## src/rtl/pkt_uart_tx_pkg.sv

```systemverilog
package pkt_uart_tx_pkg;
  localparam int CNT_W = 10;
  localparam int WORD_W = 32;

  localparam int M_CLEAR = 31;
  localparam int M_ODD = 18;
  localparam int M_PAR = 17;
  localparam int M_GAP_LO = 8;
  localparam int M_FORCE = 6;
  localparam int M_AUTO = 5;

  localparam int S_HASDATA = 21;
  localparam int S_PKTS_LO = 16;
  localparam int S_BUSY = 7;
  localparam int S_ERR = 4;

  localparam logic [1:0] A_DATA = 2'd0;
  localparam logic [1:0] A_CMD = 2'd1;
  localparam logic [1:0] A_MODE = 2'd2;
  localparam logic [1:0] A_RATE = 2'd3;

  typedef enum logic [2:0] {
    T_IDLE, T_FETCH, T_LEAD, T_START, T_SEND, T_GAP
  } tx_state_t;
endpackage

```

## src/rtl/ptx_fifo.sv

```systemverilog
module ptx_fifo #(
  parameter int W = 32,
  parameter int DEPTH = 16,
  localparam int AW = $clog2(DEPTH)
) (
  input  logic         clk,
  input  logic         rst,
  input  logic         flush,
  input  logic         push,
  input  logic [W-1:0] din,
  input  logic         pop,
  output logic [W-1:0] dout,
  output logic [AW:0]  count,
  output logic         empty,
  output logic         full
);
  logic [W-1:0] mem [DEPTH];
  logic [AW-1:0] wp, rp;
  logic do_push, do_pop;

  assign empty = (count == '0);
  assign full = (count == (AW+1)'(DEPTH));
  assign do_push = push && !full;
  assign do_pop = pop && !empty;

  always_ff @(posedge clk) begin
    if (do_push) mem[wp] <= din;
    if (do_pop) dout <= mem[rp];
  end

  always_ff @(posedge clk) begin
    if (rst || flush) begin
      wp <= '0;
      rp <= '0;
      count <= '0;
    end else begin
      if (do_push) wp <= (wp == AW'(DEPTH-1)) ? '0 : wp + 1'b1;
      if (do_pop) rp <= (rp == AW'(DEPTH-1)) ? '0 : rp + 1'b1;
      count <= count + (AW+1)'(do_push) - (AW+1)'(do_pop);
    end
  end
endmodule

```

## src/rtl/ptx_rate.sv

```systemverilog
module ptx_rate #(
  parameter int ACC_W = 16
) (
  input  logic             clk,
  input  logic             rst,
  input  logic [ACC_W-1:0] step,
  output logic             tick
);
  logic [ACC_W-1:0] acc;
  logic [ACC_W:0] sum;

  assign sum = {1'b0, acc} + {1'b0, step};

  always_ff @(posedge clk) begin
    if (rst) begin
      acc <= '0;
      tick <= 1'b0;
    end else begin
      acc <= sum[ACC_W-1:0];
      tick <= sum[ACC_W];
    end
  end
endmodule

```

## src/rtl/ptx_serial.sv

```systemverilog
module ptx_serial
  import pkt_uart_tx_pkg::*;
(
  input  logic             clk,
  input  logic             rst,
  input  logic             flush_i,
  input  logic             tick_i,
  input  logic             cmd_empty_i,
  input  logic [CNT_W-1:0] cmd_val_i,
  input  logic [31:0]      word_i,
  input  logic             par_en_i,
  input  logic             par_odd_i,
  input  logic [7:0]       gap_i,
  input  logic [3:0]       lead_i,
  output logic             cmd_pop_o,
  output logic             data_pop_o,
  output logic             txd_o,
  output logic             act_o,
  output logic             busy_o
);
  tx_state_t st;
  logic [CNT_W-1:0] left;
  logic [1:0] idx;
  logic [3:0] lead_c, nb;
  logic [9:0] sh;
  logic [7:0] gap_c, cur_byte;
  logic par_bit, load;

  assign cur_byte = word_i[{idx, 3'b000} +: 8];
  assign par_bit = (^cur_byte) ^ par_odd_i;
  assign load = tick_i && ((st == T_START) || (st == T_SEND && nb == 4'd0 && left != '0));
  assign cmd_pop_o = !flush_i && st == T_IDLE && !cmd_empty_i;
  assign data_pop_o = !flush_i && ((st == T_FETCH && cmd_val_i != '0) ||
                                   (load && idx == 2'd3 && left > CNT_W'(1)));
  assign busy_o = (st != T_IDLE);

  always_ff @(posedge clk) begin
    if (rst || flush_i) begin
      st <= T_IDLE;
      txd_o <= 1'b1;
      act_o <= 1'b0;
      left <= '0;
      idx <= '0;
      lead_c <= '0;
      nb <= '0;
      sh <= '1;
      gap_c <= '0;
    end else begin
      case (st)
        T_IDLE: if (!cmd_empty_i) st <= T_FETCH;
        T_FETCH: begin
          if (cmd_val_i == '0) st <= T_IDLE;
          else begin
            left <= cmd_val_i;
            idx <= 2'd0;
            lead_c <= lead_i;
            act_o <= 1'b1;
            st <= T_LEAD;
          end
        end
        T_LEAD: begin
          if (lead_c != 4'd0) lead_c <= lead_c - 4'd1;
          else st <= T_START;
        end
        T_SEND: begin
          if (tick_i && nb != 4'd0) begin
            txd_o <= sh[0];
            sh <= {1'b1, sh[9:1]};
            nb <= nb - 4'd1;
          end else if (tick_i && left == '0) begin
            act_o <= 1'b0;
            if (gap_i == 8'd0) st <= T_IDLE;
            else begin
              gap_c <= gap_i;
              st <= T_GAP;
            end
          end
        end
        T_GAP: begin
          if (tick_i) begin
            if (gap_c == 8'd1) st <= T_IDLE;
            else gap_c <= gap_c - 8'd1;
          end
        end
        default: ;
      endcase
      if (load) begin
        txd_o <= 1'b0;
        sh <= par_en_i ? {1'b1, par_bit, cur_byte} : {2'b11, cur_byte};
        nb <= par_en_i ? 4'd10 : 4'd9;
        left <= left - CNT_W'(1);
        idx <= idx + 2'd1;
        st <= T_SEND;
      end
    end
  end
endmodule

```

## src/rtl/pkt_uart_tx.sv

```systemverilog
module pkt_uart_tx
  import pkt_uart_tx_pkg::*;
#(
  parameter int DATA_DEPTH = 16,
  parameter int CMD_DEPTH = 16,
  parameter int RATE_W = 16
) (
  input  logic        clk,
  input  logic        rst,
  input  logic        wr_en,
  input  logic [1:0]  wr_addr,
  input  logic [31:0] wr_data,
  input  logic [1:0]  rd_addr,
  output logic [31:0] rd_data,
  output logic        txd,
  output logic        drv_en
);
  localparam int DCW = $clog2(DATA_DEPTH) + 1;
  localparam int CCW = $clog2(CMD_DEPTH) + 1;

  logic [30:0] mode_q;
  logic [RATE_W-1:0] rate_q;
  logic err_q, flush, tick, tx_busy, tx_act;
  logic wr_data_q, wr_cmd_q;
  logic d_pop, d_empty, d_full, c_pop, c_empty, c_full;
  logic [31:0] d_out, status;
  logic [CNT_W-1:0] c_out;
  logic [DCW-1:0] data_count;
  logic [CCW-1:0] cmd_count;

  assign flush = wr_en && wr_addr == A_MODE && wr_data[M_CLEAR];
  assign wr_data_q = wr_en && wr_addr == A_DATA;
  assign wr_cmd_q = wr_en && wr_addr == A_CMD;

  ptx_fifo #(.W(WORD_W), .DEPTH(DATA_DEPTH)) u_data_q (
    .clk(clk), .rst(rst), .flush(flush), .push(wr_data_q), .din(wr_data),
    .pop(d_pop), .dout(d_out), .count(data_count), .empty(d_empty), .full(d_full));

  ptx_fifo #(.W(CNT_W), .DEPTH(CMD_DEPTH)) u_cmd_q (
    .clk(clk), .rst(rst), .flush(flush), .push(wr_cmd_q), .din(wr_data[CNT_W-1:0]),
    .pop(c_pop), .dout(c_out), .count(cmd_count), .empty(c_empty), .full(c_full));

  ptx_rate #(.ACC_W(RATE_W)) u_rate (.clk(clk), .rst(rst), .step(rate_q), .tick(tick));

  ptx_serial u_ser (
    .clk(clk), .rst(rst), .flush_i(flush), .tick_i(tick),
    .cmd_empty_i(c_empty), .cmd_val_i(c_out), .word_i(d_out),
    .par_en_i(mode_q[M_PAR]), .par_odd_i(mode_q[M_ODD]),
    .gap_i(mode_q[M_GAP_LO +: 8]), .lead_i(mode_q[3:0]),
    .cmd_pop_o(c_pop), .data_pop_o(d_pop), .txd_o(txd), .act_o(tx_act), .busy_o(tx_busy));

  assign drv_en = mode_q[M_AUTO] ? tx_act : mode_q[M_FORCE];

  always_ff @(posedge clk) begin
    if (rst) begin
      mode_q <= '0;
      rate_q <= '0;
      err_q <= 1'b0;
    end else begin
      if (wr_en && wr_addr == A_MODE) mode_q <= wr_data[30:0];
      if (wr_en && wr_addr == A_RATE) rate_q <= wr_data[RATE_W-1:0];
      if (flush) err_q <= 1'b0;
      else if ((wr_data_q && d_full) || (wr_cmd_q && (c_full || d_empty))) err_q <= 1'b1;
    end
  end

  always_comb begin
    status = '0;
    status[S_HASDATA] = !d_empty;
    status[S_PKTS_LO +: 5] = 5'(cmd_count);
    status[S_BUSY] = tx_busy;
    status[S_ERR] = err_q;
  end

  always_ff @(posedge clk) begin
    if (rst) rd_data <= '0;
    else begin
      case (rd_addr)
        2'd0: rd_data <= status;
        2'd2: rd_data <= {1'b0, mode_q};
        2'd3: rd_data <= 32'(rate_q);
        default: rd_data <= '0;
      endcase
    end
  end
endmodule

```

## config.mk

```make
export PLATFORM = sky130hd
export DESIGN_NAME = pkt_uart_tx
export DESIGN_NICKNAME = d
export VERILOG_FILES = /design/src/rtl/pkt_uart_tx_pkg.sv /design/src/rtl/ptx_fifo.sv /design/src/rtl/ptx_rate.sv /design/src/rtl/ptx_serial.sv /design/src/rtl/pkt_uart_tx.sv
export SDC_FILE = /design/constraint.sdc
export NUM_CORES = 1
export LEC_CHECK = 0
export BUFFER_PORTS_ARGS = -buffer_cell sky130_fd_sc_hd__buf_2
export CAP_MARGIN = 30
export CORE_MARGIN = 2
export CORE_UTILIZATION = 62
export DETAILED_ROUTE_END_ITERATION = 10
export GPL_ROUTABILITY_DRIVEN = 0
export HOLD_SLACK_MARGIN = 0.02
export MAX_ROUTING_LAYER = met4
export PLACE_DENSITY = 0.79
export SLEW_MARGIN = 20
export SYNTH_ARGS = -nofsm -noshare
export SYNTH_HDL_FRONTEND = slang
export SYNTH_SLANG_ARGS = --single-unit
```

## constraint.sdc

```tcl
create_clock -name clk -period 5.82 [get_ports clk]
set_input_delay 0.582 -clock clk [delete_from_list [all_inputs] [get_ports clk]]
set_output_delay 0.582 -clock clk [all_outputs]
set_load 0.02 [all_outputs]
```

==> metrics.md, run 1 <==
| Metric | Value |
|---|---|
| EDFF count, synth | 714 |
| Total core area | 0.0550 mm^2 |
| Synth Area in XOR/XNOR | less than 1% |
| Worst-path clk slew | 60 ps |
| Synth Area in Compound Gates | 3.72% |
| Port bufs | 71 |
| Post-Synth Simple-Gate Area | under 10% |
| Warnings, synthesis | 0 |
| DIE AREA | 0.0574 mm^2 |
| Peak VDD IR | 0.225 mV |
| Yosys cell types | 64 |
| Ys async rst share | 0% |
| First-pass GRT wire length | 118,000 um |
| # fillers | 3,247 |
| Post-Synth Adder-Cell Area | 1.85% |
| DR vias | 18,700 |
| Max-cap violation count | 0 |
| Clock skew | 23.6 ps |
| Largest net degree at the start of global routing | between 60 and 70 |
| Pins over their slew limit | 0 |
| Total CTS buffers | 86 |
| Worst path arrival time | 4810 ps |
| Drt total wl | 80,200 um |
| CP Cell Sequence | inv_1 -> ha_1 -> or3b_1 -> a311oi_2 -> o21a_2 -> a31oi_1 -> a211o_1 -> inv_1 -> buf_4 -> ha_1 -> inv_1 -> ha_1 -> fa_1 -> a21oi_1 -> nor2_1 -> or3_1 -> a21oi_1 |
| Crit Path Category | reg -> reg |
| Worst hold margin | between 300 and 400 ps |
| DP Area | about 0.036 mm^2 |
| Detailed Place HPWL | 45,000 um |
| Starting Density | 62.6% |
| Layout cell share with drive strength beyond 1 | 23.2% |
| Post-synthesis area per instance | 17.7 um^2 |
| GRT Overall Usage | a little under 30% |
| Vias in the first global route | 18,700 |
| Final antenna-violating net count | 0 |
| Detailed Route Iter0 Violations | roughly 2,300 |
| Clock sink total | 878 |
| Routed wl met2 | 40,300 um |
| Status | complete, no violations |
| Clock Latency Late Sink | 640 ps |
| Topmost layer with routed signal wires | met4 |
| Slew margin rel. | a little under a third |
| Met3 routed WL | ~7200 um |
| Mean routed wirelength per cell | 27.9 um |
| H-tree levels | 3 |
| Core Rows | 86 |
| Top FF cell, synth | edfxtp_1 |
| Post-Route M1 WL | 30,400 um |
| Flops & latches, synth | slightly below 900 |
| Worst slew pin tran | 1040 ps |
| Crit path capture type | flop |
| Final min period | 4240 ps |
| Synth Instances | between 1,500 and 2,000 |
| Synthesized Nets | 2,035 |
| Hold buffer count at cts | 0 |
| Final cycle utilization of the critical path | 72.9% |
| Crit path max-delay family | compound AO/OA/AOI/OAI gates |
| Syn-to-layout area delta | 12.0% |
| TritonCTS clock tree | done |
| Initial antenna violation count | 1 |
| Pleak | 12.6 nW |
| Die W | roughly 240 um |
| Via density | 6.51 |
| Main combinational cell family by area after synthesis | multiplexers |
| Number of primary I/O pins | 73 |
| Crit path buf inv count | 4 |
| CP required | 6380 ps |
| Synthesized cell area | 0.0344 mm^2 |
| Worst hold path type | in -> reg |
| Resized Gates After CTS | 0 |
| CP Launch Type | flop |
| Post-synthesis mux area share | 15.1% |
| CP max FO | 36 |
| Fin nets | 2,144 |
| Slowest-stage cell, CP | fa_1 |
| Final Cell Area | a little under 0.04 mm^2 |
| CTS root buf | clkbuf_16 |
| Setup TNS | 0 ps |
| Final Hold Viols | 0 |
| 1st-pass router iterations | 7 |
| Power per standard cell area | 391 mW/mm^2 |
| GRT overflow | 0 |
| DRC Markers | 0 |
| Max Freq | 0.236 GHz |
| RSZ-0062 raised after global routing | false |
| Die Y | around 240 um |
| Sequential-to-total area share from yosys stat | a little under three quarters |
| CP peak stage delay | 430 ps |
| Final setup violating endpoints | 0 |
| Pwr Total | 15.1 mW |
| Clk buf depth | 3 |
| Setup repair bufs after CTS | 0 |
==> layout by cell type, fill, tap and decap left out, drive strengths merged, types with 3 or more instances in the layout <==
master    instances
edfxtp          714
mux4            218
dfxtp           164
nand2           150
nor2            130
buf             119
clkbuf          115
a21oi           111
ha               46
inv              45
clkinv           29
nor3             27
mux2i            26
o21ai            26
xnor2            18
xor2             14
a31oi            13
a21o             13
nand2b           12
and3             12
nand3            12
a221oi           10
nor4              9
a211oi            6
or3               6
or2               6
a311oi            6
clkinvlp          6
and2              5
o211ai            5
nor2b             4
a22oi             4
bufinv            4
mux2              3
nand4             3
fa                3
or3b              3
==> routing by layer <==
metal / GRT usage [%] / vias to the layer above
met1: 38.7 / 9658
met2: 47.5 / 1052
met4: 9.73 / 0
met5: - / -
met3: 5.46 / 124
li1: - / 7885
==> flip-flops by register name (all words and copies together) (netlist names), 5 cells and up <==
| register | flops |
|---|---|
| u_rate.acc | 16 |
| u_cmd_q.count | 5 |
| u_data_q.count | 5 |
| u_cmd_q.dout | 10 |
| rate_q | 16 |
| rd_data | 31 |
| u_ser.left | 10 |
| u_ser.gap_c | 8 |
| u_data_q.mem | 512 |
| u_data_q.dout | 32 |
| u_ser.sh | 9 |
| u_cmd_q.mem | 160 |
| mode_q | 31 |
==> path summary, 6_finish.rpt <==
path / cells past startpoint / endpoint / slack, ps / startpoint
setup reg to reg: 17 / u_data_q.count[4] / 1580 / u_ser.nb[0]
setup / recovery: 17 / u_data_q.count[4] / 1580 / u_ser.nb[0]
hold / removal: 3 / mode_q[22] / 330 / wr_data[22]
hold reg to reg: 2 / u_ser.sh[7] / 450 / u_ser.sh[7]
==> stage by stage <==
| stage | utilization [%] | setup slack (ps) | instances |
|---|---|---|---|
| finish | 70.2 | 1580 | 2874 |
| global route | 70.2 | 1350 | 2874 |
| CTS | 69.9 | 1600 | 2861 |
| detailed placement | 65.0 | 1610 | 2704 |
| global placement | 64.9 | 1710 | 2701 |
| floorplan | - | 1770 | 1947 |
==> cell families after synthesis <==
family / Yosys count
simple gates: 389
fa+ha+maj: 49
other cells: 1
flops: 878
buf+inv: 140
mux: 247
compound gates: 211
xor+xnor: 32
==> worst reg2reg max path, stage by stage (launching register included) <==
cell,delay [ps]
dfxtp_1,330
inv_1,80
ha_1,160
or3b_1,400
a311oi_2,300
o21a_2,340
a31oi_1,160
a211o_1,300
inv_1,70
buf_4,400
ha_1,200
inv_1,40
ha_1,200
fa_1,430
a21oi_1,210
nor2_1,70
or3_1,350
a21oi_1,150
==> report_power, final <==
part / total (mW) / switching [mW] / internal [mW]
Sequential: 7.36 / 0.284 / 7.08
Combinational: 2.38 / 1.21 / 1.16
Clock: 5.34 / 2.31 / 3.03
==> synthesized netlist by cell type (3+ instances only) <==
master	n	area [um^2]
a211oi_1	6	45.0
a21o_1	13	97.6
a21oi_1	111	556
a221oi_1	10	87.6
a22oi_1	4	30.0
a311oi_1	3	26.3
a311oi_2	3	45.0
a31oi_1	13	81.3
and2_1	5	31.3
and3_1	12	75.1
buf_1	22	82.6
buf_2	12	60.1
clkbuf_1	60	225
dfxtp_1	164	3280
edfxtp_1	714	21400
fa_1	3	60.1
ha_1	46	576
inv_1	42	158
mux2_2	3	33.8
mux2i_1	26	260
mux4_2	218	4910
nand2_1	150	563
nand2b_1	12	75.1
nand3_1	12	60.1
nand4_1	3	18.8
nor2_1	130	488
nor2b_1	4	25.0
nor3_1	26	130
nor4_1	7	43.8
o211ai_1	5	37.5
o21ai_0	25	125
or2_2	5	31.3
or3_1	6	37.5
xnor2_1	18	158
xor2_1	14	123
==> final cells by class <==
class	count	area, um^2	area share (%)
sequential	878	24700	64.1
tap	748	936	2.43
multi-input combinational	929	9250	24.0
antenna	1	2.50	0.00649
clock inverter	42	324	0.840
timing repair buffer	119	798	2.07
clock buffer	115	2360	6.13
inverter	42	158	0.409
(Power assumes the default switching activity.)
==> inputs of run 2 (changes only) <==
==> constraint.sdc (replaced) <==
create_clock -name clk -period 4.2 [get_ports clk]
set_input_delay 0.42 -clock clk [delete_from_list [all_inputs] [get_ports clk]]
set_output_delay 0.42 -clock clk [all_outputs]
set_load 0.02 [all_outputs]
==> run 2 against run 1 <==
Net effect: die area unchanged; sequential power rose by 37%; setup slack lost 1100 ps; register-to-register slack lost 1100 ps; clock skew increased by 8.5 ps; total power is 41% higher; maximum frequency increased by 13%; final cell count increased by 0.49%; core utilization is 0.47 points higher; critical path depth fell by 1; sequential share of layout area shrank 0.43 points; critical path type unchanged; largest cell class unchanged; highest routed layer unchanged.
==> metrics.md, run 2 (same netlist as run 1, synthesis figures left out) <==
| Metric | Value |
|---|---|
| Status | complete, no violations |
| GRT Overall Usage | 29.3% |
| R2R Setup Slk | 440 ps |
| Mean routed wirelength per cell | 27.9 um |
| DIE AREA | 0.0574 mm^2 |
| Slowest-stage cell, CP | fa_1 |
| Met3 routed WL | 6930 um |
| Final Cell Area | 0.0388 mm^2 |
| Peak VDD IR | 0.322 mV |
| Crit path capture type | flop |
| Int Power | 15.9 mW |
| Pwr Total | 21.3 mW |
| Starting Density | 62.6% |
| Topmost layer with routed signal wires | met4 |
| Port bufs | 71 |
| Combinational share of power | between 10% and 20% |
| Drt total wl | 80,600 um |
| Psw | roughly 5.4 mW |
| Setup TNS | 0 ps |
| DRC Markers | 0 |
| Most flops, register | u_data_q.mem |
| CTS root buf | clkbuf_16 |
| 1st-pass router iterations | 5 |
| Routed wl met2 | 40,500 um |
| Top flop regs | u_data_q.mem x512, u_cmd_q.mem x160, u_data_q.dout x32 |
| Largest net degree at the start of global routing | 77 |
| Total core area | 0.0550 mm^2 |
| CP max FO | 14 |
| Max FFs per register | 512 |
| Net Sw Frac | around a quarter |
| Clock skew | 32.0 ps |
| CP Launch Type | flop |
| Total CTS buffers | 85 |
| CP Cell Sequence | inv_1 -> ha_1 -> or3b_1 -> a311oi_2 -> o21a_2 -> a31oi_1 -> a211o_1 -> inv_1 -> ha_1 -> inv_1 -> ha_1 -> fa_1 -> a21oi_1 -> nor2_1 -> or3_1 -> a21oi_1 |
| Pins over their slew limit | 0 |
| TritonCTS clock tree | done |
| Worst-path clk slew | 70 ps |
| H-tree levels | 3 |
| CP peak stage delay | around 440 ps |
| Final setup violating endpoints | 0 |
| Max-cap violation count | 0 |
| Worst slew pin tran | 979 ps |
| GRT overflow | 0 |
| Final Hold Viols | 0 |
| Post-Route M1 WL | approximately 31,000 um |
| Vias in the first global route | 18,900 |
| Clk buf depth | 3 |
| Fin nets | 2,155 |
| DR vias | 19,100 |
| Max Freq | 0.266 GHz |
| Pleak | 12.7 nW |
| Most common cell after layout, fill and taps aside | edfxtp_1 |
| Die W | 240 um |
| Detailed Place HPWL | roughly 45,000 um |
| Worst path arrival time | approximately 4300 ps |
| Resized Gates After CTS | 0 |
| Initial antenna violation count | 2 |
| Final cycle utilization of the critical path | between 80% and 90% |
| Die Y | 240 um |
| Clk pwr share | a little over a third |
| Slew margin rel. | 34.5% |
| Power per standard cell area | 549 mW/mm^2 |
| DP Area | 0.0359 mm^2 |
| Final antenna-violating net count | 0 |
| RSZ-0062 raised after global routing | false |
| Worst hold path type | in -> reg |
| Detailed Route Iter0 Violations | around 2,500 |
| Core Rows | 86 |
| Most frequent cells in the layout | edfxtp_1 (714), mux4_2 (218), dfxtp_1 (158) |
| Via density | 6.60 |
| Clock Latency Late Sink | roughly 640 ps |
| Crit Path Category | reg -> reg |
| Layout cell share with drive strength beyond 1 | 24.5% |
| Number of primary I/O pins | 73 |
| Clock sink total | 878 |
| Syn-to-layout area delta | 12.8% |
| Hold buffer count at cts | 0 |
| Setup repair bufs after CTS | 0 |
| Final min period | 3760 ps |
| Seq pwr share | 47.4% |
| CP required | about 4800 ps |
| First-pass GRT wire length | about 120,000 um |
run 2: final cells by class:
| cell class | count | area (um^2) |
|---|---|---|
| timing repair buffer | 131 | 893 |
| clock inverter | 56 | 569 |
| clock buffer | 102 | 2280 |
| multi-input combinational | 929 | 9250 |
| fill | 3212 | 16200 |
| inverter | 42 | 158 |
| tap | 748 | 936 |
| sequential | 878 | 24700 |
| antenna | 2 | 5.00 |
run 2: power groups by stage:
stage	clock, mW	sequential, mW	combinational (mW)
floorplan	0	10.1	2.54
global placement	0	10.3	3.23
detailed placement	0	10.3	3.37
CTS	7.87	10.1	3.42
global route	8.19	10.1	3.67
finish	7.79	10.1	3.42
run 2: critical path, delay by kind of cell, from the launching register on:
kind	cells	cell delay, ps
adder cells (fa/ha/maj)	4	920
AO/OA/AOI/OAI	6	1390
flip-flops	1	350
AND/OR/NAND/NOR	3	790
buffers and inverters	3	250
run 2: per-layer routing:
metal	up-vias	global-route usage [%]
met5	-	-
met1	9781	39.1
met2	1209	46.4
met3	163	4.67
met4	0	10.7
li1	7915	-
run 2: final timing paths:
check | depth (start not counted) | startpoint | endpoint
hold / removal | 1 | wr_data[31] | u_data_q.mem[1][31]
hold reg to reg | 2 | mode_q[27] | mode_q[27]
setup reg to reg | 16 | u_ser.nb[0] | u_data_q.count[4]
setup / recovery | 16 | u_ser.nb[0] | u_data_q.count[4]
run 2: stage by stage:
stage          hold slack [ps]  utilization [%]  std cells  setup slack [ps]
6_report                   186             70.6       2888               439
5_1_grt                    181             70.6       2888               147
4_1_cts                    152             70.5       2878               428
3_5_place_dp               437             65.3       2720               446
3_3_place_gp               431             65.2       2718               541
2_1_floorplan              423                -       1947               164
